==> src/rtl/xfs_pkg.sv <==
package xfs_pkg;
  // Role of one system clock inside a memory cycle
  typedef enum logic [1:0] {
    PH_ADDR  = 2'd0,  // address out, latch strobe high
    PH_FLOAT = 2'd1,  // port released, no strobe
    PH_READ  = 2'd2   // read strobe active
  } ph_role_e;

  function automatic ph_role_e role_of(input int unsigned ph);
    if (ph == 0)      return PH_ADDR;
    else if (ph == 1) return PH_FLOAT;
    else              return PH_READ;
  endfunction
endpackage

==> src/rtl/xfs_phase_gen.sv <==
module xfs_phase_gen
  import xfs_pkg::*;
#(
  parameter int CLKS = 4
) (
  input  logic     clk,
  input  logic     rst_n,
  input  logic     run,
  output ph_role_e role,
  output logic     cyc_end
);
  localparam int PW = (CLKS > 1) ? $clog2(CLKS) : 1;
  localparam logic [PW-1:0] LAST = PW'(CLKS - 1);

  logic [PW-1:0] phase;

  always_ff @(posedge clk) begin
    if (!rst_n || !run)   phase <= '0;
    else if (phase == LAST) phase <= '0;
    else                  phase <= phase + 1'b1;
  end

  assign role    = role_of(int'(phase));
  assign cyc_end = run && (phase == LAST);
endmodule

==> src/rtl/xfs_cycle_ctrl.sv <==
module xfs_cycle_ctrl #(
  parameter int ADDR_W = 16,
  parameter int BYTE_W = 2,
  parameter int CNT_W  = 3
) (
  input  logic              clk,
  input  logic              rst_n,
  input  logic              accept,
  input  logic [ADDR_W-1:0] start_pc,
  input  logic [BYTE_W-1:0] byte_count,
  input  logic [CNT_W-1:0]  cycle_count,
  input  logic              extra_cycle,
  input  logic              cyc_end,
  output logic              busy,
  output logic [ADDR_W-1:0] fetch_addr,
  output logic              real_fetch,
  output logic              last_cycle,
  output logic [ADDR_W-1:0] next_addr,
  output logic              done
);
  localparam int TOT_W = ((CNT_W > BYTE_W) ? CNT_W : BYTE_W) + 1;

  logic [TOT_W-1:0] cidx, tot_q, nb_q, nb_eff, nc_ext, tot_in;

  always_comb begin
    nb_eff = (byte_count == '0) ? TOT_W'(1) : TOT_W'(byte_count);
    nc_ext = TOT_W'(cycle_count);
    tot_in = ((nc_ext > nb_eff) ? nc_ext : nb_eff) + TOT_W'(extra_cycle);
  end

  assign real_fetch = cidx < nb_q;
  assign last_cycle = cidx == (tot_q - 1'b1);
  assign next_addr  = real_fetch ? fetch_addr + 1'b1 : fetch_addr;

  always_ff @(posedge clk) begin
    if (!rst_n) begin
      busy       <= 1'b0;
      fetch_addr <= '0;
      cidx       <= '0;
      tot_q      <= TOT_W'(1);
      nb_q       <= TOT_W'(1);
      done       <= 1'b0;
    end else begin
      done <= cyc_end && last_cycle;
      if (accept) begin
        busy       <= 1'b1;
        fetch_addr <= start_pc;
        cidx       <= '0;
        tot_q      <= tot_in;
        nb_q       <= nb_eff;
      end else if (cyc_end) begin
        fetch_addr <= next_addr;
        if (last_cycle) busy <= 1'b0;
        else            cidx <= cidx + 1'b1;
      end
    end
  end
endmodule

==> src/rtl/xfs_page_track.sv <==
module xfs_page_track #(
  parameter int PAGE_W = 8
) (
  input  logic              clk,
  input  logic              rst_n,
  input  logic              load_en,
  input  logic [PAGE_W-1:0] page_in,
  output logic [PAGE_W-1:0] page_q,
  output logic              page_new
);
  logic page_ok;

  always_ff @(posedge clk) begin
    if (!rst_n) begin
      page_q   <= '0;
      page_ok  <= 1'b0;
      page_new <= 1'b0;
    end else if (load_en && (!page_ok || page_in != page_q)) begin
      page_q   <= page_in;
      page_ok  <= 1'b1;
      page_new <= 1'b1;
    end else begin
      page_new <= 1'b0;
    end
  end
endmodule

==> src/rtl/ext_code_fetcher.sv <==
module ext_code_fetcher
  import xfs_pkg::*;
#(
  parameter int ADDR_W       = 16,
  parameter int DATA_W       = 8,
  parameter int BYTE_W       = 2,
  parameter int CNT_W        = 3,
  parameter int CLKS_PER_CYC = 4
) (
  input  logic                     clk,
  input  logic                     rst_n,
  input  logic                     start_valid,
  output logic                     start_ready,
  input  logic [ADDR_W-1:0]        start_pc,
  input  logic [BYTE_W-1:0]        byte_count,
  input  logic [CNT_W-1:0]         cycle_count,
  input  logic                     extra_cycle,
  output logic                     code_valid,
  output logic [DATA_W-1:0]        code_byte,
  output logic                     instr_done,
  output logic                     ale,
  output logic                     rd_n,
  output logic [ADDR_W-DATA_W-1:0] hi_addr,
  output logic                     hi_update,
  output logic [DATA_W-1:0]        ad_out,
  output logic                     ad_oe,
  input  logic [DATA_W-1:0]        ad_in
);
  localparam int PAGE_W = ADDR_W - DATA_W;

  ph_role_e          role;
  logic              cyc_end, busy, real_fetch, last_cycle, accept, page_load;
  logic [ADDR_W-1:0] fetch_addr, next_addr;
  logic [PAGE_W-1:0] page_src;

  assign start_ready = !busy;
  assign accept      = start_valid && start_ready;

  xfs_phase_gen #(.CLKS(CLKS_PER_CYC)) u_phase (
    .clk(clk), .rst_n(rst_n), .run(busy), .role(role), .cyc_end(cyc_end)
  );

  xfs_cycle_ctrl #(.ADDR_W(ADDR_W), .BYTE_W(BYTE_W), .CNT_W(CNT_W)) u_ctrl (
    .clk(clk), .rst_n(rst_n), .accept(accept), .start_pc(start_pc),
    .byte_count(byte_count), .cycle_count(cycle_count), .extra_cycle(extra_cycle),
    .cyc_end(cyc_end), .busy(busy), .fetch_addr(fetch_addr), .real_fetch(real_fetch),
    .last_cycle(last_cycle), .next_addr(next_addr), .done(instr_done)
  );

  // Page register reloads at a start, or at the boundary into another cycle
  assign page_load = accept || (cyc_end && !last_cycle);
  assign page_src  = accept ? start_pc[ADDR_W-1:DATA_W] : next_addr[ADDR_W-1:DATA_W];

  xfs_page_track #(.PAGE_W(PAGE_W)) u_page (
    .clk(clk), .rst_n(rst_n), .load_en(page_load), .page_in(page_src),
    .page_q(hi_addr), .page_new(hi_update)
  );

  // Bus strobes and shared port
  assign ale    = busy && (role == PH_ADDR);
  assign ad_oe  = busy && (role == PH_ADDR);
  assign rd_n   = !(busy && (role == PH_READ));
  assign ad_out = fetch_addr[DATA_W-1:0];

  // Capture on the edge closing the read phase; dummies are dropped
  always_ff @(posedge clk) begin
    if (!rst_n) begin
      code_valid <= 1'b0;
      code_byte  <= '0;
    end else begin
      code_valid <= cyc_end && real_fetch;
      if (cyc_end && real_fetch) code_byte <= ad_in;
    end
  end
endmodule

==> config.mk <==
export PLATFORM = sky130hd
export DESIGN_NAME = ext_code_fetcher
export DESIGN_NICKNAME = d
export VERILOG_FILES = /design/src/rtl/xfs_pkg.sv /design/src/rtl/xfs_phase_gen.sv /design/src/rtl/xfs_cycle_ctrl.sv /design/src/rtl/xfs_page_track.sv /design/src/rtl/ext_code_fetcher.sv
export SDC_FILE = /design/constraint.sdc
export NUM_CORES = 1
export LEC_CHECK = 0
export BUFFER_PORTS_ARGS = -buffer_cell sky130_fd_sc_hd__clkbuf_2
export CAP_MARGIN = 5
export CORE_ASPECT_RATIO = 1.5
export CORE_MARGIN = 4
export CORE_UTILIZATION = 50
export CTS_CLUSTER_DIAMETER = 40
export DETAILED_ROUTE_END_ITERATION = 12
export GPL_ROUTABILITY_DRIVEN = 0
export GPL_TIMING_DRIVEN = 0
export PLACE_DENSITY_LB_ADDON = 0.12
export SLEW_MARGIN = 20
export SYNTH_ARGS = -nofsm -noshare
export SYNTH_HDL_FRONTEND = slang
export SYNTH_SLANG_ARGS = --single-unit
export TNS_END_PERCENT = 20
==> constraint.sdc <==
create_clock -name clk -period 3.3 [get_ports clk]
set_input_delay 0.825 -clock clk [delete_from_list [all_inputs] [get_ports clk]]
set_output_delay 0.825 -clock clk [all_outputs]
set_load 0.02 [all_outputs]
# After elaboration in Yosys (flattened, before gate mapping)
# Cells that the tools add are included.
# op_classes
mux	12
addsub	5
order_cmp	2
bitwise	2
n_reduce_logical	27
n_eq_ne	5
# ops
op	count
$mux W16	3
$add A16 B1 Y16 const B	1
$logic_and A1 B1 Y1	8
$mux W8	1
$ne A8 B8 Y1	1
$logic_not A2 Y1	3
$mux W2	3
$reduce_and A2 Y1	3
$reduce_bool A2 Y1	3
$logic_not A1 Y1	5
$add A4 B1 Y4	1
$add A4 B1 Y4 const B	1
$eq A2 B2 Y1 const B	2
$eq A4 B4 Y1	1
$gt A3 B4 Y1	1
$lt A4 B4 Y1	1
$mux W1	4
$mux W4	1
$reduce_or A2 Y1	2
$sub A4 B1 Y4 const B	1
$logic_or A1 B1 Y1	3
$add A2 B1 Y2 const B	1
$eq A2 B1 Y1 const B	1
$not A1 Y1	2
# word_totals
wordCells	66
register_bits	51
output_inout_bits	31
inputBits	33

# Longest topological paths before layout
# Gate-level depths: netlist of run 1.
# depth
depth_word	7
mapped_depth	13
ltp_nobuf	13

# Cells and area by module
# From an unflattened synthesis of run 1, not the netlist that was laid out.
# unflattened
cells_unflattened	364
hier_area_um2	3294.4
# by_module_without_submodules
mod	seq_area_each_um2	area_each_um2	instances	cells_per_inst
xfs_cycle_ctrl	560.5	2133.3	1	243
ext_code_fetcher	180.2	519.2	1	57
xfs_page_track	200.2	509.2	1	52
xfs_phase_gen	40.0	132.6	1	12

# Worst setup path after synthesis of run 1
# Ideal clock, no wire load.
# synth_timing
path_type	reg2reg
startpoint	reg u_ctrl.nb_q[1]
endpoint	reg u_page.page_q[0]
path_slack_ns	0.582
synth_period_minus_slack_ns	2.718
required_ns	3.228
stages_incl_launch_ff	11
path_buffers	1
setup_ns	0.072
arrival_ns	2.646
path_cell_list	dfxtp_1 -> inv_1 -> ha_1 -> or3_4 -> a2111oi_4 -> buf_4 -> a211oi_1 -> o31ai_1 -> nand4b_1 -> a221oi_4 -> mux2i_1
# synth_via
elab_chain_cells	6
# synth_lines
item	line	source
start: declaration	xfs_cycle_ctrl.sv:23	logic [TOT_W-1:0] cidx, tot_q, nb_q, nb_eff, nc_ext, tot_in;
start signal: assignment	xfs_cycle_ctrl.sv:50	nb_q <= nb_eff;
$lt A4 B4 Y1 *	xfs_cycle_ctrl.sv:31	assign real_fetch = cidx < nb_q;
$mux W16 *	xfs_cycle_ctrl.sv:33	assign next_addr = real_fetch ? fetch_addr + 1'b1 : fetch_addr;
$mux W8 *	ext_code_fetcher.sv:52	assign page_src = accept ? start_pc[ADDR_W-1:DATA_W] : next_addr[ADDR_W-1:DATA_W];
$ne A8 B8 Y1	xfs_page_track.sv:18	end else if (load_en && (!page_ok || page_in != page_q)) begin
$logic_or A1 B1 Y1	xfs_page_track.sv:18	
$logic_and A1 B1 Y1	xfs_page_track.sv:18	
end signal: assignment	xfs_page_track.sv:19	page_q <= page_in;
end: declaration	xfs_page_track.sv:8	output logic [PAGE_W-1:0] page_q,
# Mark *: on every way between the ends. The rest lies on a longest branch, timed or not. The select of a mux whose other input is x is not followed.
# A chain may end at the register's enable or synchronous reset.

# Worst setup path in the final report of run 1
# layout_timing
startpoint	reg u_ctrl.cidx[1]
endpoint	reg u_page.page_q[4]
# layout_via
elab_chain_cells	6
word_cells_on_any_way	10
classes_between	order compare (1); eq/ne (2); mux (2); reduce/logical (5)
# layout_lines
item	line	source
start: declaration	xfs_cycle_ctrl.sv:23	
start signal: assignment	xfs_cycle_ctrl.sv:54	else cidx <= cidx + 1'b1;
$lt A4 B4 Y1	xfs_cycle_ctrl.sv:31	
$mux W16	xfs_cycle_ctrl.sv:33	
$mux W8	ext_code_fetcher.sv:52	
$ne A8 B8 Y1	xfs_page_track.sv:18	
$logic_or A1 B1 Y1	xfs_page_track.sv:18	
$logic_and A1 B1 Y1	xfs_page_track.sv:18	
# Several ways; a longest one is shown, not always the timed one. The select of a mux whose other input is x is not followed.

==> results of run 1 <==
stage by stage:
step / hold slack, ps / power, mW
final: 467 / 1.29
after global routing: 501 / 1.35
after CTS: 469 / 1.29
after detailed placement: 457 / 0.945
after global placement: 452 / 0.939
after floorplan: 435 / 0.854
worst reg2reg max path, stage by stage (launching register included):
cell       delay [ps]
dfxtp_1           370
ha_1              190
or3_4             380
a2111oi_4         510
buf_4             270
a31oi_1           100
o31ai_1           310
nand4b_1          190
a221oi_4          260
buf_4             190
mux2i_1           180
layout make-up:
type	instances	area, sq um
buffer	32	158
clock buffer	8	80.1
fill	589	2290
inverter	13	48.8
multi-input combinational	289	1940
sequential	49	981
tap	72	90.1
timing repair buffer	65	330
registers in the layout (all words and copies together) (netlist names):
name	cells
u_page.page_q	8
u_ctrl.cidx	4
code_byte	8
u_page.page_new	1
u_ctrl.fetch_addr	16
u_ctrl.done	1
code_valid	1
u_phase.phase	2
u_ctrl.tot_q	4
u_ctrl.nb_q	2
u_page.page_ok	1
u_ctrl.busy	1
path summary, 6_finish.rpt:
kind                                    to  depth (start not counted)  slack (ps)                         from
min reg2reg      code_byte[6]$_SDFFE_PN0P_                          2         470    code_byte[6]$_SDFFE_PN0P_
min              code_byte[6]$_SDFFE_PN0P_                          2         470    code_byte[6]$_SDFFE_PN0P_
max          u_page.page_q[4]$_SDFFE_PN0P_                         10         300  u_ctrl.cidx[1]$_SDFFE_PP0P_
max reg2reg  u_page.page_q[4]$_SDFFE_PN0P_                         10         300  u_ctrl.cidx[1]$_SDFFE_PP0P_
layout by cell type (no fill, tap or decap), drive strengths merged, types with 13 or more instances in the layout:
master,count
a21boi,20
a21oi,13
buf,16
clkbuf,89
dfxtp,49
inv,13
nand2,69
nand3,17
nor2,17
o21ai,14
xnor2,13
xor2,19
where the power goes:
group / switching [mW] / total [mW] / internal [mW]
Clock: 0.199 / 0.350 / 0.151
Combinational: 0.163 / 0.288 / 0.125
Sequential: 0.0316 / 0.650 / 0.618
Total: 0.393 / 1.29 / 0.894
synth_stat cells (4+ instances only):
| master | instances |
|---|---|
| a211oi_1 | 4 |
| a21boi_0 | 16 |
| a21boi_1 | 4 |
| a21oi_1 | 13 |
| a31oi_1 | 4 |
| and2_1 | 4 |
| buf_1 | 4 |
| buf_4 | 10 |
| clkbuf_1 | 18 |
| dfxtp_1 | 49 |
| ha_1 | 12 |
| inv_1 | 13 |
| mux2i_1 | 11 |
| nand2_1 | 69 |
| nand3_1 | 17 |
| nand4_1 | 6 |
| nor2_1 | 17 |
| nor2b_1 | 11 |
| nor3_1 | 6 |
| o211a_1 | 6 |
| o21ai_0 | 11 |
| xnor2_1 | 13 |
| xor2_1 | 19 |
repair_timing:
action                                  4_1_cts  5_1_grt
hold endpoints to repair                      0        0
setup buffers                                 0        2
resized for setup                             0        1
endpoints found under the setup margin        0        6
logic make-up after synthesis:
kind of cell    Yosys count
mux                      12
buf+inv                  45
compound gates           82
xor+xnor                 33
flops                    49
fa+ha+maj                12
simple gates            150
metal layers:
metal | global-route usage [%] | vias to the layer above
li1 | - | 1465
met1 | 24.8 | 1363
met2 | 37.7 | 94
met3 | 3.27 | 26
met4 | 11.1 | 0
met5 | 0 | -
==> impl.org, run 1 <==
** Run status
- The flow ran to the end, and the final reports show no timing, DRC or antenna violations.

** Floorplan
- Site row count :: 34
- In this run the count of I/O pins placed on the die edge is 64.
- The die is about 72 um wide.
- The die covers 7570 sq um.
- Core Region :: 5910 sq um
- Initial core utilization :: 52.6%
- Measured along the y axis, the die boundary spans around 100 um.

** Clock tree
- After clock tree synthesis, the flow added hold-fix buffers numbering 0.
- The tree is rooted in a clkbuf_8.
- Number of H-tree branching levels :: 2
- Counting the buffers created by CTS gives 5.
- Clock insertion delay at the later pin of the skew report :: 300 ps
- Deepest clock path buffer count :: 2
- TritonCTS Sinks :: 49
- Post-CTS clock slew at the launch and capture registers of the worst setup and hold paths :: 90 ps
- TritonCTS built the clock tree.

** STA
- Headroom to the max-slew limit came out at 52.5%.
- Subtracting the final worst setup slack from the clock period gives between 3000 and 4000 ps.
- Count of endpoints failing hold in the final timing report :: 0
- Setup slack on the critical path of the routed design comes to 297 ps.
- For this run, the top clock speed supported by timing is 0.333 GHz.
- Count of final setup violators :: 0
- Max Transition Viols Final :: 0
- Transition at the pin with the smallest max-transition slack :: between 700 and 800 ps
- Setup repair after global routing left no endpoint under its margin.
- Setup skew after layout :: 5.57 ps
- In the final timing run, aggregate negative setup slack is 0 ps.
- The final critical path takes up 91.0% of the cycle.

** Routing
- Vias after detailed routing :: 2948
- In the routed design, unresolved DRC markers number 0.
- Dividing the detail-routed via count by the number of cells gives 5.58.
- Routed wire length :: 8000 um
- Antenna violation net count after detailed routing :: 0
- Sum of routed wire segments on met1 :: 3150 um
- After detailed routing, the met3 layer carries 439 um of wire.
- The first detailed-routing pass took 4 iterations.
- Starting DRT DRC Count :: 173
- Uppermost signal routing layer after detailed routing :: met4
- The routed design uses 4060 um of met2 wire.
- After detailed routing, the average wire length per cell comes to between 15 and 20 um.

** Final layout
- Share of layout cells above drive strength 1 :: 19.3%
- The repair_antennas step left the layout with diodes totalling 0.
- Finished layout cell area :: roughly 3600 sq um
- Number of standard cells in the layout, taps in and fillers out :: 528
- Core utilization of the finished layout :: 61.3%
- In the final design database the tool counted 500 nets.
- From synthesis to final layout, the design area changed by 16.5%.

** Yosys
- Synthesized netlist net count :: 428
- Area leader, netlist :: dfxtp_1
- In this run, synthesis inferred 0 flip-flops with an integrated enable.
- Yosys cell types :: 57
- Summing the areas of all fa, ha and maj instances in the mapped netlist gives 4.83% of the synthesized area.
- The synthesized netlist devotes 23.1% of its cell area to simple gates.
- In this run the mean area of a mapped cell was between 8 and 9 sq um.
- Fraction of the yosys area taken by sequential cells :: 31.5%
- Fraction of the mapped netlist area in compound gates :: 20.2%
- The share of synthesized area in the top cell type comes to 31.5%.
- Sorting the synthesized cells by area gives the leading types as dfxtp_1 32%, nand2_1 8.3%, xor2_1 5.3%, ha_1 4.8%, a21boi_0 3.9%.
- In the synthesized netlist, mux cells make up 3.90% of the area.
- Fraction of registers with async set or reset after synthesis :: 0%
- Yosys printed 0 warnings.
- In this run, synthesis produced a sequential element count of 49.
- Count of mapped cells out of synthesis :: 383
- Synth Area in XOR/XNOR :: 9.77%
- After synthesis the cells add up to 3110 sq um.
- Combinational family with the most area after synthesis :: simple AND/OR/NAND/NOR gates
- In the synthesized netlist the dominant register cell turns out to be dfxtp_1.

** Worst setup path
- By instance count, the cell type seen most on the critical path is buf_4.
- The largest single stage delay on the critical path is 510 ps.
- Critical path type :: flop to flop
- Crit path capture type :: flop
- The signal on the critical path passes through ha_1 > or3_4 > a2111oi_4 > buf_4 > a31oi_1 > o31ai_1 > nand4b_1 > a221oi_4 > buf_4 > mux2i_1.
- Worst path top cell family by delay :: compound AO/OA/AOI/OAI gates
- Maximum fanout encountered on the critical timing path :: 10
- Data on the critical path is required at its endpoint by 3540 ps.
- Worst Setup Start Kind :: flop
- The critical path contains buffers and inverters numbering 2 combined.
- Slowest-stage cell, CP :: a2111oi_4
- At the worst endpoint, the arrival time is between 3000 and 4000 ps.

** Run
- Maxcap violations :: 0

** Power and ir drop
- Dividing total power by cell area gives a power density of 355 nW/um^2.
- Across the VDD grid, the largest voltage drop is 0.258 mV.
- Leakage component of the power :: 1.55 nW

** Placed design
- In this run the tool buffered the top-level ports with 63 buffer cells.
- The wire-length estimate of the detail-placed layout is 6170 um.
- Counting tap cells, the placed design contains a total of about 520 instances.
- Worst slack at placement :: ~86 ps
- Summing all placed instances gives a cell area of 3520 sq um.

** Global route
- The number of antenna violations at the first check in global routing was 0.
- Remaining Overflow, GRT :: 0
- First-pass GRT wire length :: around 13000 um
- Number of global-route vias before repair :: 2916
- Entering global routing, the biggest net connects 14 pins.
- GR Util All Layers :: 21.6%

** Hold path
- Hold crit path type :: flop to flop
No activity file was read; power rests on OpenSTA's default activity.
==> inputs of run 2 (changes only) <==
--- a/config.mk
+++ b/config.mk
@@ -18,5 +18,6 @@
 export SLEW_MARGIN = 20
 export SYNTH_ARGS = -nofsm -noshare
 export SYNTH_HDL_FRONTEND = slang
+export SYNTH_HIERARCHICAL = 1
 export SYNTH_SLANG_ARGS = --single-unit
 export TNS_END_PERCENT = 20
==> impl.org, run 2 <==
** Worst setup path
- Critical path type :: flop to flop
- By instance count, the cell type seen most on the critical path is xnor2_1.
- The highest fanout seen on the critical path is 9 (-1).
- Data arrival, critical path :: 3310 ps (+70 ps)
- Worst Setup Start Kind :: flop
- Data required time at the worst endpoint :: 3520 ps (-20 ps)
- Slowest-stage cell, CP :: dfxtp_1
- Delay of the slowest critical-path stage :: 400 ps (-110 ps)
- Crit path capture type :: flop
- Worst-path cell chain :: ha_1 > or3_4 > buf_6 > a2111oi_4 > nand3_1 > xnor2_1 > mux2_4 > xnor2_1 > nand4_1 > or2_1 > o311ai_1
- The number of buffers and inverters on the critical path came to 1 (-1).
- The kind of cell with the highest combined delay along the critical path is simple AND/OR/NAND/NOR gates.
- The slack of the worst reg-to-reg path was 210 ps (-90 ps).

** Routing
- The first-pass iteration count of the detailed router is 5 (+1).
- Antenna violation net count after detailed routing :: 0 (unchanged)
- Average routed wire per standard cell :: 15.4 um (+1.7%)
- Routed wire length :: 7580 um (-5.2%)
- The detail-routed via count per cell is 5.76 (+3.2%).
- Vias after detailed routing :: 2836 (-3.8%)
- The total DRC errors in the routed layout is 0 (unchanged).
- Starting DRT DRC Count :: 105 (-39%)

** Yosys
- The netlist area before placement is 3180 sq um (+2.1%).
- The post-synthesis cell count was 347 (-9.4%).
- Post-synthesis area per instance :: 9.16 sq um (+13%)
- The number of warnings reported in the yosys synthesis log is 6 (+6).
- The post-synth net total came to 392 (-8.4%).

** Floorplan
- The initial cell density of the core is 51.4% (-1.2 points).
- Die boundary height :: 106 um (+0.98%)
- Core Region :: 6170 sq um (+4.4%)
- The horizontal die dimension is 73.1 um (+0.94%).
- Site row count :: 35 (+2.9%)
- Die ar. :: 7720 sq um (+1.9%)
- Count of boundary I/O pins :: 64 (unchanged)

** Hold path
- The worst hold path belongs to the class flop to flop.

** Final layout
- Most common library cell in the layout ignoring fill and taps :: clkbuf_2
- Most frequent cells in the layout :: 64 x clkbuf_2, 49 x dfxtp_1, 27 x nand2_1, 23 x xnor2_1
- Top reg by flops :: u_ctrl/fetch_addr
- The core utilization of the finished layout was 59.7% (-1.5 points).
- Synthesis-to-finish area growth :: 16.1%
- The design area came to 3690 sq um (+1.8%).
- The diode insertion count for antenna repair came to 0 (unchanged).
- In the final layout, the registers with the most flip-flops are u_ctrl/fetch_addr: 16 flops, code_byte: 8 flops, u_page/page_q: 8 flops.
- The share of post-route cells with drive strength above 1 was 28.0% (+8.7 points).
- Net count, final :: 462 (-7.6%)
- Number of flip-flops in the largest register :: 16 (unchanged)

** Power and ir drop
- Power Internal :: 0.921 mW (+2.9%)
- The reported leakage power was 1.48 nW (-4.2%).
- Maximum vdd ir drop :: 0.233 mV (-9.6%)
- Cell Pwr Density :: 369 nW/um^2 (+3.9%)
- Gate power share :: 25.1% (+2.8 points)
- The net switching power is 0.441 mW (+12%).
- The portion of total power attributed to the clock network is 26.7% (-0.5 points).
- Power share of the sequential group :: 48.3% (-2.2 points)
- The share of total power consumed by net switching is 32.4% (+1.9 points).

** Clock tree
- TritonCTS Sinks :: 49 (unchanged)
- Post-CTS clock slew at the launch and capture registers of the worst setup and hold paths :: 90 ps (about the same)
- The total number of H-tree levels came to 2 (unchanged).
- The source-to-sink clock delay at the later pin of the worst-skew pair came to 310 ps (about the same).
- Number of buffers inserted during clock tree synthesis :: 5 (unchanged)
- In this run the clock root is driven by a clkbuf_8.
- The worst-case clock buffer depth is 2 (unchanged).
- TritonCTS built the clock tree.
- The number of hold buffers added after cts came to 0 (unchanged).

** Global route
- Number of global-route vias before repair :: 2726 (-6.5%)
- The global router's overall resource usage was 19.6% (-2.0 points).
- The overall overflow remaining after global route was 0 (unchanged).
- The largest net degree at the start of global routing came to 16 (+2).
- The number of antenna violations at the first check in global routing was 0 (unchanged).
- First-pass GRT wire length :: 12300 um (-7.6%)

** STA
- Total Neg Setup Slack :: 0 ps (unchanged)
- Setup repair after global routing left no endpoint under its margin.
- The achievable frequency came to 0.324 GHz (-2.8%).
- Shortest period the worst path allows :: 3090 ps (+85.1 ps)
- Post-route clock period utilization :: 93.6% (+2.6 points)
- Transition at the pin with the smallest max-transition slack :: 690 ps (-19.6 ps)
- The final max-slew violation count was 0 (unchanged).
- The tightest slew margin relative to the limit came to 53.9% (+1.4 points).
- The setup skew after layout came to 4.88 ps (-0.687 ps).
- The final setup violation count was 0 (unchanged).
- The number of endpoints with negative hold slack in the final report was 0 (unchanged).

** Run status
- The run finished with clean final reports.

** Placed design
- The total cell area at the placement stage is 3580 sq um (+2.0%).
- The number of buffer cells added on primary ports was 63 (unchanged).
- The detailed placer's ending HPWL came to 5760 um (-6.6%).

** Run
- Maxcap violations :: 0 (unchanged)
==> run 2: changes by cell type in the layout (fill, tap and decap cells not counted), sizes merged, moves of 9 or more <==
cell and delta:
nand2 -42, a21boi -17, xor2 -15, nor2 -14, o21ai +11, xnor2 +11
nand4 +10, mux2 +9
==> run 2: what timing repair did <==
| item | CTS | global route |
|---|---|---|
| endpoints found under the hold margin | 0 | 0 |
| setup endpoints to repair | 0 | 4 |
| resized for setup | 0 | 2 |
| buffers inserted | 0 | 1 |
==> run 2: metrics by stage <==
stage               power (mW)  setup slack [ps]  hold slack (ps)  std cells
floorplan                0.910               491              441        347
global placement          1.00               136              435        484
detailed placement        1.01               109              441        484
CTS                       1.38              95.8              455        492
global route              1.43              7.35              481        492
finish                    1.36               212              450        492
==> run 2: final cells by class <==
class                           instances  area (sq um)
Multi-Input combinational cell        251          2000
Buffer                                 28           135
Inverter                               18          67.6
Clock buffer                            6          72.6
Sequential cell                        49           981
Timing Repair Buffer                   64           323
Fill cell                             592          2490
Clock inverter                          2          15.0
Tap cell                               74          92.6
==> run 2: power by group through the flow <==
stage	logic (mW)	clock network [mW]	registers (mW)
3_3_place_gp	0.334	0	0.670
4_1_cts	0.340	0.380	0.658
2_1_floorplan	0.224	0	0.686
3_5_place_dp	0.339	0	0.672
6_report	0.341	0.363	0.657
5_1_grt	0.375	0.395	0.663
==> run 2: routing by layer <==
layer	global-route usage, %	vias up	routed length, um
met5	0	-	0
met4	7.12	0	154
met3	2.67	12	319
met2	35.3	74	3960
met1	22.8	1335	3150
li1	-	1415	-
==> run 2: path summary, 6_finish.rpt <==
path | from | to | cells after the start
worst max-delay path | u_ctrl/cidx[1]$_SDFFE_PP0P_ | u_page/page_q[4]$_SDFFE_PN0P_ | 11
worst max register to register | u_ctrl/cidx[1]$_SDFFE_PP0P_ | u_page/page_q[4]$_SDFFE_PN0P_ | 11
worst min-delay path | code_byte[5]$_SDFFE_PN0P_ | code_byte[5]$_SDFFE_PN0P_ | 2
worst min register to register | code_byte[5]$_SDFFE_PN0P_ | code_byte[5]$_SDFFE_PN0P_ | 2
==> run 2: worst min-delay path, stage by stage, from the launching register on <==
cell     delay, ps
dfxtp_1        320
nand2_1         50
o21ai_1         50
==> inputs of run 3 (changes only) <==
--- a/config.mk
+++ b/config.mk
@@ -7,9 +7,11 @@
 export LEC_CHECK = 0
 export BUFFER_PORTS_ARGS = -buffer_cell sky130_fd_sc_hd__clkbuf_2
 export CAP_MARGIN = 5
+export CELL_PAD_IN_SITES_DETAIL_PLACEMENT = 1
+export CELL_PAD_IN_SITES_GLOBAL_PLACEMENT = 1
 export CORE_ASPECT_RATIO = 1.5
 export CORE_MARGIN = 4
-export CORE_UTILIZATION = 50
+export CORE_UTILIZATION = 45
 export CTS_CLUSTER_DIAMETER = 40
 export DETAILED_ROUTE_END_ITERATION = 12
 export GPL_ROUTABILITY_DRIVEN = 0
==> constraint.sdc (replaced) <==
create_clock -name clk -period 3.63 [get_ports clk]
set_input_delay 0.9075 -clock clk [delete_from_list [all_inputs] [get_ports clk]]
set_output_delay 0.9075 -clock clk [all_outputs]
set_load 0.02 [all_outputs]
==> impl.org, run 3 (synthesized netlist as in run 2, its figures left out) <==
** Floorplan
- Site row count :: 37 (+5.7%)
- The height of the chip was 111 um (+5.0%).
- Count of boundary I/O pins :: 64 (unchanged)
- The area of the core is 6850 sq um (+11%).
- Chip Width :: 76.6 um (+4.8%)
- Die ar. :: 8500 sq um (+10%)
- The initial cell density of the core was 46.4% (-5.1 points).

** Power and ir drop
- The reported leakage power came to 1.50 nW (+1.1%).
- Cell Pwr Density :: 359 nW/um^2 (-2.7%)
- Maximum vdd ir drop :: 0.200 mV (-14%)
- Overall power of the completed layout :: 1.33 mW (-2.2%)

** Routing
- The first-pass iteration count of the detailed router is 4 (-1).
- Uppermost signal routing layer after detailed routing :: met4
- The wire length the detailed router placed on met1 was 3420 um (+8.6%).
- Drt via density :: 5.83 (+1.2%)
- DRC violation count after routing :: 0 (unchanged)
- Wire length on met2 :: 4850 um (+23%)
- The number of DRC markers after the initial detailed-route iteration is 98 (-6.7%).
- The mean routed wirelength per cell was 17.5 um (+14%).
- Antenna violation net count after detailed routing :: 0 (unchanged)
- The count of vias placed by the detailed router came to 2894 (+2.0%).
- The sum of met3 wire segment lengths after detailed routing is 294 um (-7.8%).
- The final wirelength is 8690 um (+15%).

** Final layout
- Number of flip-flops in the largest register :: 16 (unchanged)
- Net count, final :: 462 (unchanged)
- Compared with the post-synthesis result, the final layout area differs by 16.7%.
- The diode insertion count for antenna repair is 0 (unchanged).
- Most common library cell in the layout ignoring fill and taps :: clkbuf_2
- The top cell types in the final layout, fill and taps aside, are 64 x clkbuf_2, 49 x dfxtp_1, 27 x nand2_1, 23 x xnor2_1.
- Top reg by flops :: u_ctrl/fetch_addr
- The number of fill cells is 847 (+43%).
- Top Registers :: u_ctrl/fetch_addr: 16 flops, code_byte: 8 flops, u_page/page_q: 8 flops
- Share of layout cells above drive strength 1 :: 27.5% (-0.48 points)
- Finished layout cell area :: 3710 sq um (+0.47%)

** Clock tree
- Deepest clock path buffer count :: 2 (unchanged)
- Number of buffers inserted during clock tree synthesis :: 5 (unchanged)
- Clock tree synthesis selected as its root buffer the cell clkbuf_8.
- The clock-pin transition on the worst setup and hold timing paths came to 90 ps (about the same).
- The number of buffers inserted by post-CTS setup repair came to 0 (unchanged).
- The number of hold buffers added after cts is 0 (unchanged).
- TritonCTS built the clock tree.
- The number of resized instances in the post-cts repair step is 0 (unchanged).
- Clock insertion delay at the later pin of the skew report :: 310 ps (about the same)
- The number of clock sinks seen by CTS was 49 (unchanged).
- Number of H-tree branching levels :: 2 (unchanged)

** Worst setup path
- The signal arrival time at the worst endpoint is 3490 ps (+180 ps).
- The slack of the worst reg-to-reg path came to 360 ps (+150 ps).
- STA classifies the critical path endpoint as a flop.
- STA classifies the critical path startpoint as a flop.
- Maximum fanout encountered on the critical timing path :: 9 (unchanged)
- Critical path type :: flop to flop
- The critical path goes through ha_1 > buf_1 > a211oi_2 > nand4_1 > xnor2_1 > mux2_4 > xnor2_1 > nand4_1 > or2_1 > o311ai_1.
- On the critical path, the stage with the largest delay is an instance of a211oi_2.
- Delay of the slowest critical-path stage :: 480 ps (+80 ps)
- The required time of the critical path was 3840 ps (+320 ps).

** Global route
- The overall overflow remaining after global route came to 0 (unchanged).
- The global router's overall resource usage was 21.3% (+1.6 points).
- Antenna violations before repair :: 0 (unchanged)
- Number of global-route vias before repair :: 3114 (+14%)
- The first-pass GRT wire length was 14900 um (+21%).
- Maximum number of pins on one net before global-route repair :: 15 (-1)

** Run
- Maxcap violations :: 0 (unchanged)

** STA
- Worst slew margin relative to its limit :: 54.0% (+0.10 points)
- Setup skew after layout :: 3.96 ps (-0.922 ps)
- The number of endpoints with negative hold slack in the final report came to 0 (unchanged).
- The final setup violation count was 0 (unchanged).
- Setup slack of the critical path after layout :: 358 ps (+146 ps)
- The worst-margin pin slew came to 688 ps (-1.53 ps).
- Maximum clock rate :: 0.306 GHz (-5.6%)
- The setup total negative slack was 0 ps (unchanged).
- The post-route fraction of the period consumed by the critical path was 90.1% (-3.4 points).
- Max Transition Viols Final :: 0 (unchanged)
- Unrepaired setup endpoints after global routing :: false
- The minimum clock period after layout came to 3270 ps (+184 ps).

** Placed design
- The detailed placer's ending HPWL was 6730 um (+17%).
- The setup slack at placement was 361 ps (+252 ps).
- Placement Cell Area :: 3590 sq um (+0.14%)
- The number of buffer cells added on primary ports is 63 (unchanged).

** Hold path
- The tightest min-delay check is of the flop to flop type.

** Run status
- The run finished with clean final reports.
## run 3: changes by cell type in the layout (fill, tap and decap cells not counted)
cell        delta
clkinvlp_4     -2
a211oi_2       +1
a211oi_4       -1
buf_1          +1
buf_4          -1
bufinv_16      +1
clkbuf_8       +1
nand3_1        +1
nand3_2        -1
## run 3: metal layers
metal / GRT usage [%] / vias up
met4: 5.44 / 0
met3: 4.23 / 9
met1: 21.6 / 1419
met2: 42.9 / 49
li1: - / 1417
met5: 0 / -
## run 3: where the power goes
| group | total [mW] | switching (mW) | internal [mW] |
|---|---|---|---|
| Sequential | 0.599 | 0.0299 | 0.569 |
| Combinational | 0.316 | 0.185 | 0.132 |
| Clock | 0.416 | 0.191 | 0.225 |
## run 3: final timing paths
| check | from | end | cells after the start |
|---|---|---|---|
| worst max register to register | u_ctrl/cidx[1]$_SDFFE_PP0P_ | u_page/page_q[4]$_SDFFE_PN0P_ | 10 |
| worst max-delay path | u_ctrl/cidx[1]$_SDFFE_PP0P_ | u_page/page_q[4]$_SDFFE_PN0P_ | 10 |
| worst min-delay path | code_byte[7]$_SDFFE_PN0P_ | code_byte[7]$_SDFFE_PN0P_ | 2 |
| worst min register to register | code_byte[7]$_SDFFE_PN0P_ | code_byte[7]$_SDFFE_PN0P_ | 2 |
## run 3: final cells by class
type	count	area, sq um	area share [%]
Sequential cell	49	981	26.5
Timing Repair Buffer	63	315	8.51
Tap cell	78	97.6	2.63
Inverter	18	67.6	1.82
Multi-Input combinational cell	251	1990	53.7
Buffer	29	139	3.75
Clock inverter	1	30.0	0.810
Clock buffer	7	86.3	2.33
## run 3: critical path: cells and delay by family, from the launching register on
| family | cells | cell delay [ps] |
|---|---|---|
| mux | 1 | 270 |
| simple gates | 3 | 680 |
| buf+inv | 1 | 340 |
| compound gates | 2 | 770 |
| flops | 1 | 470 |
| fa+ha+maj | 1 | 340 |
| xor+xnor | 2 | 290 |
## run 3: through the flow
stage | utilization (%) | instances | hold slack, ps
2_1_floorplan | - | 347 | 441
3_3_place_gp | 52.4 | 488 | 435
3_5_place_dp | 52.4 | 488 | 446
4_1_cts | 54.1 | 496 | 460
5_1_grt | 54.1 | 496 | 483
6_report | 54.1 | 496 | 452
